==> config.mk <==
export PLATFORM = sky130hd
export DESIGN_NAME = wdpf_supervisor
export DESIGN_NICKNAME = d
export VERILOG_FILES = /design/src/rtl/sup_pkg.sv /design/src/rtl/sup_sync.sv /design/src/rtl/sup_pwr_fsm.sv /design/src/rtl/sup_watchdog.sv /design/src/rtl/wdpf_supervisor.sv
export SDC_FILE = /design/constraint.sdc
export NUM_CORES = 1
export LEC_CHECK = 0
export ABC_AREA = 1
export BUFFER_PORTS_ARGS = -buffer_cell sky130_fd_sc_hd__buf_2
export CAP_MARGIN = 20
export CORE_MARGIN = 10
export CORE_UTILIZATION = 59
export CTS_BUF_LIST = sky130_fd_sc_hd__clkbuf_4 sky130_fd_sc_hd__clkbuf_8
export DETAILED_ROUTE_END_ITERATION = 10
export GPL_ROUTABILITY_DRIVEN = 0
export PLACE_DENSITY = 0.82
export SLEW_MARGIN = 30
export SYNTH_ARGS = -nofsm -noshare
export SYNTH_HDL_FRONTEND = slang
export SYNTH_SLANG_ARGS = --single-unit
==> constraint.sdc <==
create_clock -name clk -period 1.81 [get_ports clk]
set_input_delay 0.362 -clock clk [delete_from_list [all_inputs] [get_ports clk]]
set_output_delay 0.362 -clock clk [all_outputs]
set_load 0.01 [all_outputs]
==> src/rtl/sup_pkg.sv <==
package sup_pkg;

  typedef enum logic [1:0] {
    PS_RUN  = 2'd0,
    PS_WARN = 2'd1,
    PS_DOWN = 2'd2,
    PS_HOLD = 2'd3
  } pwr_state_t;

  // A larger code selects a shorter limit: the shift counts doublings of the base.
  function automatic logic [1:0] wd_shift(input logic [1:0] sel);
    return 2'd3 - sel;
  endfunction

endpackage

==> src/rtl/sup_sync.sv <==
module sup_sync #(
  parameter int STAGES = 2
) (
  input  logic clk,
  input  logic rst_n,
  input  logic d_i,
  output logic edge_o
);

  // sh_q[STAGES-1:0] is the synchroniser chain; sh_q[STAGES] holds the previous synchronised value.
  logic [STAGES:0] sh_q, sh_d;

  always_comb begin
    sh_d = {sh_q[STAGES-1:0], d_i};
  end

  always_ff @(posedge clk or negedge rst_n) begin
    if (!rst_n) sh_q <= '0;
    else        sh_q <= sh_d;
  end

  assign edge_o = sh_q[STAGES] ^ sh_q[STAGES-1];

endmodule

==> src/rtl/sup_pwr_fsm.sv <==
module sup_pwr_fsm
  import sup_pkg::*;
#(
  parameter int WARN_TICKS = 328,
  parameter int HOLD_TICKS = 6554
) (
  input  logic clk,
  input  logic rst_n,
  input  logic tick_i,
  input  logic pg_i,
  output logic warn_o,
  output logic prst_o
);

  localparam int CMAX = (WARN_TICKS > HOLD_TICKS) ? WARN_TICKS : HOLD_TICKS;
  localparam int CW   = $clog2(CMAX + 1);
  localparam logic [CW-1:0] WARN_LAST = CW'(WARN_TICKS - 1);
  localparam logic [CW-1:0] HOLD_LAST = CW'(HOLD_TICKS - 1);

  pwr_state_t    st_q, st_d;
  logic [CW-1:0] cnt_q, cnt_d;

  always_comb begin
    st_d  = st_q;
    cnt_d = cnt_q;
    case (st_q)
      PS_RUN: begin
        if (!pg_i) begin
          st_d  = PS_WARN;
          cnt_d = '0;
        end
      end
      PS_WARN: begin
        if (pg_i) begin
          st_d = PS_RUN;
        end else if (tick_i) begin
          if (cnt_q == WARN_LAST) begin
            st_d  = PS_DOWN;
            cnt_d = '0;
          end else begin
            cnt_d = cnt_q + 1'b1;
          end
        end
      end
      PS_DOWN: begin
        if (pg_i) begin
          st_d  = PS_HOLD;
          cnt_d = '0;
        end
      end
      PS_HOLD: begin
        if (!pg_i) begin
          st_d = PS_DOWN;
        end else if (tick_i) begin
          if (cnt_q == HOLD_LAST) st_d = PS_RUN;
          else                    cnt_d = cnt_q + 1'b1;
        end
      end
      default: begin
        st_d  = PS_HOLD;
        cnt_d = '0;
      end
    endcase
  end

  // Power-on enters the stabilisation window directly.
  always_ff @(posedge clk or negedge rst_n) begin
    if (!rst_n) begin
      st_q  <= PS_HOLD;
      cnt_q <= '0;
    end else begin
      st_q  <= st_d;
      cnt_q <= cnt_d;
    end
  end

  assign warn_o = (st_q == PS_WARN) || (st_q == PS_DOWN);
  assign prst_o = (st_q == PS_DOWN) || (st_q == PS_HOLD);


  rst_hold_low_chk: assert property (@(posedge clk) disable iff (!rst_n)
    (prst_o && !pg_i) |=> prst_o);


  rst_after_warn_chk: assert property (@(posedge clk) disable iff (!rst_n)
    $rose(prst_o) |-> $past(warn_o));


  warn_clear_chk: assert property (@(posedge clk) disable iff (!rst_n)
    pg_i |=> !warn_o);

endmodule

==> src/rtl/sup_watchdog.sv <==
module sup_watchdog
  import sup_pkg::*;
#(
  parameter int WD_BASE_TICKS = 6144,
  parameter int HOLD_TICKS    = 6554
) (
  input  logic       clk,
  input  logic       rst_n,
  input  logic       tick_i,
  input  logic       en_i,
  input  logic [1:0] sel_i,
  input  logic       kick_i,
  input  logic       clr_i,
  output logic       wdo_o
);

  localparam int WCW = $clog2(WD_BASE_TICKS * 8 + 1);
  localparam int HCW = $clog2(HOLD_TICKS + 1);
  localparam logic [HCW-1:0] HOLD_LAST = HCW'(HOLD_TICKS - 1);

  logic [WCW-1:0] cnt_q, cnt_d;
  logic [HCW-1:0] hcnt_q, hcnt_d;
  logic           hold_q, hold_d;
  logic [WCW-1:0] limit_m1;

  always_comb begin
    limit_m1 = (WCW'(WD_BASE_TICKS) << wd_shift(sel_i)) - 1'b1;
  end

  always_comb begin
    cnt_d  = cnt_q;
    hcnt_d = hcnt_q;
    hold_d = hold_q;
    if (clr_i) begin
      cnt_d  = '0;
      hcnt_d = '0;
      hold_d = 1'b0;
    end else if (hold_q) begin
      if (tick_i) begin
        if (hcnt_q == HOLD_LAST) begin
          hold_d = 1'b0;
          cnt_d  = '0;
        end else begin
          hcnt_d = hcnt_q + 1'b1;
        end
      end
    end else if (!en_i || kick_i) begin
      cnt_d = '0;
    end else if (tick_i) begin
      if (cnt_q >= limit_m1) begin
        hold_d = 1'b1;
        hcnt_d = '0;
        cnt_d  = '0;
      end else begin
        cnt_d = cnt_q + 1'b1;
      end
    end
  end

  always_ff @(posedge clk or negedge rst_n) begin
    if (!rst_n) begin
      cnt_q  <= '0;
      hcnt_q <= '0;
      hold_q <= 1'b0;
    end else begin
      cnt_q  <= cnt_d;
      hcnt_q <= hcnt_d;
      hold_q <= hold_d;
    end
  end

  assign wdo_o = hold_q;


  wd_off_quiet_chk: assert property (@(posedge clk) disable iff (!rst_n)
    (!en_i && !wdo_o) |=> !wdo_o);


  wd_clr_quiet_chk: assert property (@(posedge clk) disable iff (!rst_n)
    clr_i |=> !wdo_o);

endmodule

==> src/rtl/wdpf_supervisor.sv <==
module wdpf_supervisor #(
  parameter int WARN_TICKS    = 328,
  parameter int HOLD_TICKS    = 6554,
  parameter int WD_BASE_TICKS = 6144,
  parameter int SYNC_STAGES   = 2
) (
  input  logic       clk,
  input  logic       rst_n,
  input  logic       tick_i,
  input  logic       pwr_good_i,
  input  logic       ce_n_i,
  input  logic       wdi_i,
  input  logic       wd_en_i,
  input  logic [1:0] wd_sel_i,
  output logic       int_o,
  output logic       rst_o,
  output logic       wdo_o,
  output logic       ce_n_o
);

  logic warn_w, prst_w, kick_w, wdo_w;

  sup_sync #(.STAGES(SYNC_STAGES)) u_sync (
    .clk    (clk),
    .rst_n  (rst_n),
    .d_i    (wdi_i),
    .edge_o (kick_w)
  );

  sup_pwr_fsm #(.WARN_TICKS(WARN_TICKS), .HOLD_TICKS(HOLD_TICKS)) u_pwr (
    .clk    (clk),
    .rst_n  (rst_n),
    .tick_i (tick_i),
    .pg_i   (pwr_good_i),
    .warn_o (warn_w),
    .prst_o (prst_w)
  );

  sup_watchdog #(.WD_BASE_TICKS(WD_BASE_TICKS), .HOLD_TICKS(HOLD_TICKS)) u_wd (
    .clk    (clk),
    .rst_n  (rst_n),
    .tick_i (tick_i),
    .en_i   (wd_en_i),
    .sel_i  (wd_sel_i),
    .kick_i (kick_w),
    .clr_i  (prst_w),
    .wdo_o  (wdo_w)
  );

  assign int_o  = warn_w;
  assign rst_o  = prst_w | wdo_w;
  assign wdo_o  = wdo_w;
  assign ce_n_o = ce_n_i | ~pwr_good_i;

endmodule

==> summary.md, run 1 <==
| Metric | Value |
|---|---|
| Tightest Pin Transition | 0.609 ns |
| Register-to-register setup slack | -0.07 ns |
| Final Cell Area | between 4000 and 5000 um2 |
| Unrepaired setup endpoints after global routing | true |
| Switching power | ~0.0016 W |
| Critical path class | flop to flop |
| Fin nets | 602 |
| Port Buffer Count | 12 |
| Type of the worst min-delay path | input pin to async pin |
| Fmax | around 0.53 GHz |
| Setup WS pre-CTS | -0.178 ns |
| Max-cap violations | 0 |
| Comb power frac | between 40 and 50% |
| Worst-path clk slew | ~0.10 ns |
| Total global-route track usage | about 18% |
| Die H | about 99 um |
| Crit path largest cell delay | ~0.54 ns |
| Pint | roughly 0.0023 W |
| Fin. max-slew vios | 0 |
| Initial DRC count | about 280 |
| Synth cell types | 36 |
| Warnings, synthesis | 0 |
| GR Overflow Total | 0 |
| Cell Pwr Density | between 800 and 900 nW/um2 |
| CTS hold repair buffers | 0 |
| Synthesized area | approximately 3700 um2 |
| Clock sinks | 48 |
| Final setup skew | roughly 0.013 ns |
| R2r endpoint | u_pwr.cnt_q[12] |
| Slowest cell on crit path | dfstp_2 |
| Reg-to-Reg Start | u_pwr.st_q[0] |
| Number of remaining DRC errors | 0 |
| Most frequent cells in the layout | nand2_1 (132), inv_1 (62), nor2_1 (60), nand3_1 (46), dfrtp_1 (44) |
| CP Cell Sequence | inv_2 -> ha_4 -> or2_4 -> o21ai_2 -> o21ai_1 -> a21oi_1 -> nand2_2 -> buf_6 -> nand2_2 -> o21ai_1 |
| Max Fanout on Critical Path | 7 |
| Initial antenna violation count | 0 |
| Maximum VDD drop | between 0.9 and 1 mV |
| Average wire per standard cell | ~14 um |
| H-Tree Depth | 2 |
| Largest net degree at the start of global routing | 26 |
| Register area share after synthesis | 32.8% |
| Pleak | 1.96 nW |
| Root buffer cell | clkbuf_8 |
| Worst setup path startpoint | u_pwr.st_q[0] |
| Longest Clk Path Bufs | 2 |
| Mapped Cells | around 540 |
| Worst EP required | about 2.0 ns |
| Mapped Avg Cell Area | 6.80 um2 |
| Buf/Inv on CP | 2 |
| Post-Syn Nets | ~560 |
| Worst Setup Start Kind | flop |
| Core area | ~6000 um2 |
| Top sig layer | met4 |
| Reg power frac | between 30% and 40% |
| First-pass GRT wire length | around 15 mm |
| Ports | 13 |
| Starting density of the core | 61.2% |
| Failing checks | setup timing |
| Die W | 98.8 um |
| DRT Pass-1 Iters | 5 |
| Endpoint type of the worst setup path | flop |
| Final Hold Vio Count | 0 |
| Synth Register Bits | 48 |
| Crit path DAT | 2.07 ns |
| CTS tree | built |
| Met1 WL | 3.91 mm |
| Clk_lat worst skew | between 0.3 and 0.4 ns |
| Rows | 28 |
| CP top delay family | flip-flops |
| CTS Buf Count | 5 |
| Final WS setup | -0.0732 ns |
| Routed WL | just over 9 mm |
| Dpl hpwl | 6.28 mm |
| Most common cell after layout, fill and taps aside | nand2_1 |
| Ratio of cells with drive above 1 in the final layout | 25.3% |
| Die footprint | between 9000 and 10000 um2 |
| Area grow syn2layout | 18.6% |
| Status | finished with violations |
| Clock group share of total power | between 10% and 20% |
| Antenna Violating Nets Remaining | 0 |
| Metal3 WL | 613 um |
| Fill count | ~450 |
| Switching Fraction | roughly two fifths |
| Relative slew slack | a little under 60% |
| Worst reg2reg path depth | 10 |
| Minimum clock period after layout | 1.88 ns |
| Number of global-route vias before repair | 3500 |
| Finish-stage setup viols | 34 |
| Placed Area | 4000 um2 |
| DR vias | approximately 3700 |
| N_diodes | 0 |
| Final worst path period share | 104% |
| DR vias/cell | roughly 5.7 |
| Met2 wire length | between 4 and 5 mm |
-- stage by stage --
stage	utilization [%]	cells	TNS, ns	total power [W]	hold slack (ns)
6_report	72.6	655	-1.21	0.00383	0.0487
3_5_place_dp	66.7	639	-4.09	0.00268	0.337
4_1_cts	70.0	650	-0.278	0.00359	0.0758
2_1_floorplan	-	539	0	0.00226	0.0664
3_3_place_gp	66.7	639	-2.57	0.00264	0.343
5_1_grt	72.6	655	-4.22	0.00406	0.0849
-- what timing repair did --
item,4_1_cts,5_1_grt
setup endpoints to repair,42,46
buffers inserted,2,4
gates resized for setup,12,40
pin swaps,5,10
gates cloned,1,2
-- layout make-up --
type	instances	area (um2)	share of cell area (%)
multi-input combinational	403	2260	52.0
tap	75	93.8	2.16
timing repair inverter	2	12.5	0.288
timing repair buffer	44	385	8.86
sequential	48	1210	27.7
inverter	75	293	6.73
clock buffer	8	97.6	2.24
-- per-layer routing --
metal / GRT usage, % / vias to the layer above
li1: - / 1819
met4: 5.95 / 0
met2: 29.1 / 149
met1: 22.4 / 1737
met3: 3.70 / 33
met5: 0 / -
-- cells in the mapped netlist --
library cell,n,share of area [%]
a21boi_1,1,0.20
buf_6,6,1.8
nand3_4,1,0.48
a21o_1,1,0.20
xnor2_1,1,0.24
o211ai_1,6,1.2
inv_1,65,6.7
nor4_1,1,0.17
o21ai_0,11,1.5
nand3_2,3,0.82
nand2_4,1,0.31
o21bai_1,2,0.41
buf_2,2,0.27
nand4_1,25,4.3
buf_4,1,0.20
nand2_1,151,15
or2_2,4,0.68
nor2_2,7,1.2
nand3_1,47,6.4
ha_1,14,4.8
clkinv_2,1,0.14
nand2_2,6,1.0
nor2_4,2,0.61
o21ai_2,16,3.8
nor2_1,63,6.5
inv_2,9,0.92
nand3b_1,2,0.41
dfstp_2,2,1.4
clkbuf_1,4,0.41
xor2_1,5,1.2
nor3_4,1,0.44
or2_1,1,0.17
o21ai_1,6,0.82
nor3_1,13,1.8
dfrtp_1,46,31
a21oi_1,12,1.6
-- cell families after synthesis --
group / after synthesis / synth area share [%]
DFF: 48 / 32.8
and+or+nand+nor: 328 / 40.7
adders and majority gates: 14 / 4.78
AOI/OAI and AO/OA: 55 / 9.83
buffers and inverters: 88 / 10.4
xor gates and xnor gates: 6 / 1.43
-- power groups by stage --
| stage | clock, W | sequential [W] | combinational, W |
|---|---|---|---|
| after floorplan | 0 | 0.00124 | 0.00102 |
| after global placement | 0 | 0.00125 | 0.00139 |
| after CTS | 0.000721 | 0.00124 | 0.00163 |
| after global routing | 0.000760 | 0.00126 | 0.00204 |
| final | 0.000703 | 0.00125 | 0.00188 |
| after detailed placement | 0 | 0.00125 | 0.00143 |
-- how the worst max path moves through the flow --
stage | end | cells past startpoint | slack (ns)
3_3_place_gp | u_wd.cnt_q[6] | 12 | -0.12
6_report | u_pwr.cnt_q[12] | 10 | -0.07
3_5_place_dp | u_wd.cnt_q[8] | 12 | -0.18
5_1_grt | u_pwr.cnt_q[12] | 10 | -0.15
2_1_floorplan | u_pwr.cnt_q[10] | 10 | 0.02
4_1_cts | u_pwr.cnt_q[9] | 9 | -0.03
-- worst register-to-register path: stages (launching register included) --
cell	delay, ns
dfstp_2	0.54
inv_2	0.05
ha_4	0.17
or2_4	0.24
o21ai_2	0.06
o21ai_1	0.08
a21oi_1	0.17
nand2_2	0.17
buf_6	0.18
nand2_2	0.05
o21ai_1	0.05
-- flip-flops by register name, indices dropped and copies added (netlist names), named ones only --
register     cells
u_wd.cnt_q      16
u_pwr.cnt_q     13
u_wd.hcnt_q     13
u_sync.sh_q      3
u_pwr.st_q       1
u_wd.wdo_o       1
Power figures use the tool's default switching activity.
==> inputs of run 2 (changes only) <==
Settings changed: PLACE_DENSITY 0.82 to unset, PLACE_DENSITY_LB_ADDON set to 0.12.
Clock period 1.81 ns to 1.5 ns, I/O delays scaled along.
==> run 2 against run 1 <==
Highest routed layer unchanged. Count of clock-buffer cells in the layout is 1 lower. The run still ends with setup timing left. Combinational power increased by 54%. Critical endpoint is now u_wd.cnt_q[2]. Critical path depth is 3 higher. Largest cell class unchanged. First-iteration DRC count is 20% higher. Register-to-register slack lost 0.33 ns. Non-clock buffer count rose by 53. Largest power group unchanged.
==> summary.md, run 2 (synthesis results as in run 1) <==
| Metric | Value |
|---|---|
| Switching Fraction | 41.4% (+0.55 points) |
| Pint | 0.00308 W (+36%) |
| Final Hold Vio Count | 0 (unchanged) |
| Fill count | 374 (-17%) |
| GR Overflow Total | 0 (unchanged) |
| Status | finished with violations |
| Area grow syn2layout | 34.3% |
| H-Tree Depth | 2 (unchanged) |
| Initial antenna violation count | 0 (unchanged) |
| Finish-stage setup viols | 47 (+38%) |
| Max-cap violations | 0 (unchanged) |
| Fin. max-slew vios | 0 (unchanged) |
| Unrepaired setup endpoints after global routing | true |
| Die footprint | 9770 um2 (unchanged) |
| Switching power | 0.00217 W (+39%) |
| Worst-path clk slew | 0.10 ns (about the same) |
| Largest reg by FF count | u_wd.cnt_q |
| Maximum VDD drop | 1.31 mV (+36%) |
| Minimum clock period after layout | 1.91 ns (+0.0234 ns) |
| Critical path class | flop to flop |
| Root buffer cell | clkbuf_8 |
| Most frequent cells in the layout | nand2_1 (121), buf_4 (70), inv_1 (60), nor2_1 (55), dfrtp_1 (46) |
| FF/Latch Area | 1200 um2 (-0.21%) |
| Setup WS pre-CTS | -0.445 ns (-0.268 ns) |
| Pleak | 2.28 nW (+16%) |
| DR vias | 3951 (+5.7%) |
| Clock sinks | 48 (unchanged) |
| Clock group share of total power | 15.7% (-2.7 points) |
| Rows | 28 (unchanged) |
| CTS Buf Count | 5 (unchanged) |
| Clk_lat worst skew | 0.31 ns (about the same) |
| Fmax | 0.525 GHz (-1.2%) |
| Dpl hpwl | 6.89 mm (+9.7%) |
| Worst Setup Start Kind | flop |
| Final WS setup | -0.407 ns (-0.333 ns) |
| Average wire per standard cell | 14.6 um (+4.1%) |
| Longest Clk Path Bufs | 2 (unchanged) |
| Routed WL | 10.4 mm (+13%) |
| Starting density of the core | 61.2% (unchanged) |
| DR vias/cell | 5.57 (-2.4%) |
| Top Registers | u_wd.cnt_q: 16 flops, u_pwr.cnt_q: 13 flops, u_wd.hcnt_q: 13 flops |
| Final worst path period share | 127% (+23 points) |
| Die H | 98.8 um (unchanged) |
| Core area | 5990 um2 (unchanged) |
| Fin nets | 656 (+9.0%) |
| Cell Pwr Density | 1070 nW/um2 (+21%) |
| Reg power frac | 29.0% (-3.5 points) |
| Antenna Violating Nets Remaining | 0 (unchanged) |
| Number of global-route vias before repair | 3557 (+1.6%) |
| DRT Pass-1 Iters | 5 (unchanged) |
| Comb power frac | 55.2% (+6.1 points) |
| Relative slew slack | 78.3% (+19 points) |
| Number of remaining DRC errors | 0 (unchanged) |
| Largest net degree at the start of global routing | 49 (+88%) |
| Crit path DAT | 2.15 ns (+0.08 ns) |
| Tightest Pin Transition | 0.322 ns (-0.287 ns) |
| Multi-input combinational cell area | 2370 um2 (+4.8%) |
| Type of the worst min-delay path | input pin to flop |
| Most common cell after layout, fill and taps aside | nand2_1 |
| Placed Area | 4370 um2 (+9.3%) |
| Failing checks | setup timing |
| Die W | 98.8 um (unchanged) |
| CTS tree | built |
| Power, Total | 0.00525 W (+37%) |
| Total global-route track usage | 19.3% (+1.6 points) |
| Initial DRC count | 334 (+20%) |
| Final setup skew | 0.0153 ns (+0.00185 ns) |
| Max reg flops | 16 (unchanged) |
| Ratio of cells with drive above 1 in the final layout | 35.2% (+9.8 points) |
| First-pass GRT wire length | 16.1 mm (+6.2%) |
| Final Cell Area | 4920 um2 (+13%) |
| Port Buffer Count | 12 (unchanged) |
| N_diodes | 0 (unchanged) |
| Endpoint type of the worst setup path | flop |
| Ports | 13 (unchanged) |
| Max Fanout on Critical Path | 8 (+1) |
| Worst EP required | 1.75 ns (-0.25 ns) |
[run 2: cell count changes in the layout (fill, tap and decap cells not counted), moves of 6 or more]
cell	delta
buf_4	+47
nand2_2	+10
nand2_1	-11
buf_6	+6
[run 2: metal layers]
metal | vias to the layer above | global-route usage, % | wire [um]
met4 | 0 | 5.84 | 184
met5 | - | 0 | 0
li1 | 1929 | - | -
met2 | 147 | 31.7 | 5080
met1 | 1851 | 25.1 | 4430
met3 | 24 | 3.56 | 689
[run 2: repair_timing]
item                                    CTS  global route
buffers inserted                          7             7
pin swaps                                 3            17
endpoints found under the hold margin    46             0
hold buffers                              1             0
endpoints found under the setup margin   47            47
gates cloned                              1             4
gates resized for setup                  35            55
[run 2: power by group through the flow]
stage,sequential (W),combinational (W),clock [W]
2_1_floorplan,0.00150,0.00127,0
3_3_place_gp,0.00152,0.00190,0
3_5_place_dp,0.00153,0.00194,0
4_1_cts,0.00151,0.00237,0.000825
5_1_grt,0.00153,0.00311,0.000875
6_report,0.00152,0.00290,0.000826
[run 2: final timing paths]
kind | start | to | slack, ns | cells past startpoint
worst min register to register | u_sync.sh_q[0] | u_sync.sh_q[1] | 0.36 | 0
max in group asynchronous | rst_n | async pin | 0.72 | 3
worst min-delay path | wdi_i | u_sync.sh_q[0] | 0.10 | 1
min in group asynchronous | rst_n | u_pwr.cnt_q[12] | 0.49 | 3
worst max-delay path | u_pwr.st_q[0] | u_wd.cnt_q[2] | -0.41 | 13
worst max register to register | u_pwr.st_q[0] | u_wd.cnt_q[2] | -0.41 | 13
[run 2: critical path, stage by stage (launching register included)]
cell and delay, ns:
dfstp_2 0.58, inv_2 0.06, ha_4 0.17, nor2_4 0.15
inv_4 0.07, nor2_4 0.09, inv_2 0.06, nor2_4 0.16
buf_6 0.14, inv_8 0.05, nand2_8 0.09, buf_4 0.12
nand2_2 0.04, o21ai_2 0.05
[run 2: cell type report]
cell class,instances,share of cell area [%]
Clock buffer,7,1.70
Clock inverter,1,0.102
Inverter,75,6.30
Multi-Input combinational cell,403,48.1
Sequential cell,48,24.5
Tap cell,75,1.91
Timing Repair Buffer,97,16.8
Timing Repair inverter,3,0.585
[run 2: through the flow]
step / instances / utilization (%) / TNS [ns] / hold WS (ns)
after floorplan: 539 / - / -8.50 / 0.00441
after global placement: 684 / 72.9 / -14.27 / 0.310
after detailed placement: 684 / 72.9 / -15.27 / 0.312
after CTS: 699 / 77.3 / -12.36 / 0.0962
after global routing: 709 / 82.2 / -20.06 / 0.0990
final: 709 / 82.2 / -15.72 / 0.101
==> inputs of run 3 (changes only) <==
Settings changed: CORE_UTILIZATION 59 to 49, PLACE_DENSITY_LB_ADDON 0.12 to 0.15.
==> run 3 against run 2 <==
The run still ends with setup timing left. Power decreased by 8.7%. Final area decreased by 0.41%. Clock power about the same. Die area increased by 16%. Critical path type unchanged. Highest routed layer unchanged.
==> summary.md, run 3 (synthesis results as in run 1) <==
| Metric | Value |
|---|---|
| Status | finished with violations |
| Failing checks | setup timing |
| Die W | 106 um (+7.8%) |
| Max reg flops | 16 (unchanged) |
| Antenna Violating Nets Remaining | 0 (unchanged) |
| Total global-route track usage | 17.2% (-2.1 points) |
| Clk_lat worst skew | 0.30 ns (about the same) |
| Hold WS | 0.114 ns (+0.0126 ns) |
| Post-layout util | 67.6% (-15 points) |
| Final Hold Vio Count | 0 (unchanged) |
| Max Fanout on Critical Path | 4 (-4) |
| Top sig layer | met4 |
| Worst hold path depth | 1 (unchanged) |
| DRT Pass-1 Iters | 5 (unchanged) |
| Cell total after placement | 719 (+5.1%) |
| Initial antenna violation count | 0 (unchanged) |
| Endpoint type of the worst setup path | flop |
| Worst reg2reg path depth | 12 (-1) |
| Crit path DAT | 2.07 ns (-0.08 ns) |
| H-Tree Depth | 2 (unchanged) |
| Dpl hpwl | 7.13 mm (+3.6%) |
| Most common cell on crit path | nor2_4 |
| Top Registers | u_wd.cnt_q: 16 flops, u_pwr.cnt_q: 13 flops, u_wd.hcnt_q: 13 flops |
| GR Overflow Total | 0 (unchanged) |
| CTS Buf Count | 5 (unchanged) |
| Slowest cell on crit path | dfstp_2 |
| Ports | 13 (unchanged) |
| Total stage count of the critical path | 12 (-1) |
| Ratio of cells with drive above 1 in the final layout | 34.0% (-1.2 points) |
| Final WS setup | -0.346 ns (+0.0606 ns) |
| Die H | 106 um (+7.8%) |
| Metal3 WL | 438 um (-36%) |
| Fmax | 0.542 GHz (+3.3%) |
| Max-cap violations | 0 (unchanged) |
| Finish-stage setup viols | 47 (unchanged) |
| Starting density of the core | 50.5% (-11 points) |
| Worst Setup Start Kind | flop |
| Largest net degree at the start of global routing | 35 (-29%) |
| Minimum clock period after layout | 1.85 ns (-0.0606 ns) |
| Worst-path clk slew | 0.09 ns (about the same) |
| Crit path largest cell delay | 0.55 ns (-0.03 ns) |
| Fin nets | 663 (+1.1%) |
| Rows | 31 (+11%) |
| Most frequent cells in the layout | nand2_1 (125), buf_4 (79), inv_1 (62), nor2_1 (58) |
| Met1 WL | 4.55 mm (+2.8%) |
| Critical path class | flop to flop |
| Average wire per standard cell | 13.0 um (-11%) |
| Register-to-register setup slack | -0.35 ns (+0.06 ns) |
| Maximum VDD drop | 0.521 mV (-60%) |
| CP Cell Sequence | buf_4 -> ha_4 -> nor2_4 -> inv_4 -> nor2_4 -> inv_2 -> nor2_4 -> buf_12 -> buf_6 -> a21oi_4 -> nand2_2 -> o21ai_2 |
| Root buffer cell | clkbuf_8 |
| Unrepaired setup endpoints after global routing | true |
| Buf/Inv on CP | 5 (-1) |
| Clock sinks | 48 (unchanged) |
| Fin. max-slew vios | 0 (unchanged) |
| Worst setup path startpoint | u_pwr.st_q[0] |
| First-pass GRT wire length | 16.5 mm (+2.7%) |
| Die footprint | 11300 um2 (+16%) |
| Core area | 7250 um2 (+21%) |
| N_diodes | 0 (unchanged) |
| Sum Neg Setup Slack | -13.07 ns (+2.65 ns) |
| Tightest Pin Transition | 0.328 ns (+0.00514 ns) |
| Pleak | 2.27 nW (-0.27%) |
| Most common cell after layout, fill and taps aside | nand2_1 |
| Type of the worst min-delay path | input pin to flop |
| Final setup skew | 0.00598 ns (-0.00936 ns) |
| Cell Pwr Density | 978 nW/um2 (-8.3%) |
| Port Buffer Count | 12 (unchanged) |
| Final worst path period share | 123% (-4.0 points) |
| Area grow syn2layout | 33.7% |
| Initial DRC count | 207 (-38%) |
| DR vias | 3773 (-4.5%) |
| End of the critical path | u_wd.cnt_q[12] |
| R2r endpoint | u_wd.cnt_q[12] |
| Met2 wire length | 4.56 mm (-10%) |
| DR vias/cell | 5.10 (-8.5%) |
| CP top delay family | flip-flops |
| Fin cells | 740 (+4.4%) |
| Setup WS pre-CTS | -0.456 ns (-0.0104 ns) |
| Worst EP required | 1.73 ns (-0.02 ns) |
| CTS tree | built |
| Longest Clk Path Bufs | 2 (unchanged) |
| Largest reg by FF count | u_wd.cnt_q |
| Routed WL | 9.62 mm (-7.3%) |
| Number of global-route vias before repair | 3520 (-1.0%) |
| Number of remaining DRC errors | 0 (unchanged) |
| Relative slew slack | 78.2% (-0.14 points) |
| Reg-to-Reg Start | u_pwr.st_q[0] |
==> run 3: cell types whose count changed in the layout (fill, tap and decap cells not counted), moves of 3 or more <==
cell	delta
buf_4	+9
nand3_2	-5
nor2_1	+3
o21ai_2	+3
nand3_1	+5
inv_6	-3
nand2_1	+4
==> run 3: how the worst min path moves through the flow <==
stage                            endpoint  start  slack (ns)
final                      u_sync.sh_q[0]  wdi_i        0.11
after global routing       u_sync.sh_q[0]  wdi_i        0.10
after CTS                  u_sync.sh_q[0]  wdi_i        0.11
after detailed placement   u_sync.sh_q[1]  rst_n        0.30
after global placement    u_pwr.cnt_q[11]  rst_n        0.29
after floorplan            u_pwr.cnt_q[0]  rst_n       0.004
==> run 3: per-stage QoR <==
stage	instance area [um2]	power, W
floorplan	3740	0.00277
global placement	4470	0.00347
detailed placement	4470	0.00350
CTS	4780	0.00457
global route	4900	0.00510
finish	4900	0.00479
==> run 3: per-layer routing <==
layer  vias to the layer above  track usage (%)
li1                       1951                -
met1                      1727             23.6
met2                        88             28.0
met3                         7             2.66
met4                         0             3.68
met5                         -                0
==> run 3: cell type report <==
cell class	count	area, um2
multi-input combinational	403	2320
sequential	48	1200
fill	634	2350
timing repair buffer	105	848
clock buffer	7	90.1
clock inverter	1	7.51
timing repair inverter	2	12.5
tap	99	124
inverter	75	298
==> run 3: where the power goes <==
group	total, W	switching (W)	internal (W)
registers	0.00150	0.000100	0.00140
clock network	0.000824	0.000431	0.000393
logic	0.00247	0.00139	0.00108
==> run 3: what timing repair did <==
action,4_1_cts,5_1_grt
buffers inserted,6,5
hold buffers,1,0
endpoints found under the hold margin,46,0
endpoints found under the setup margin,47,47
gates cloned,2,0
pin swaps,19,15
gates resized for setup,40,24
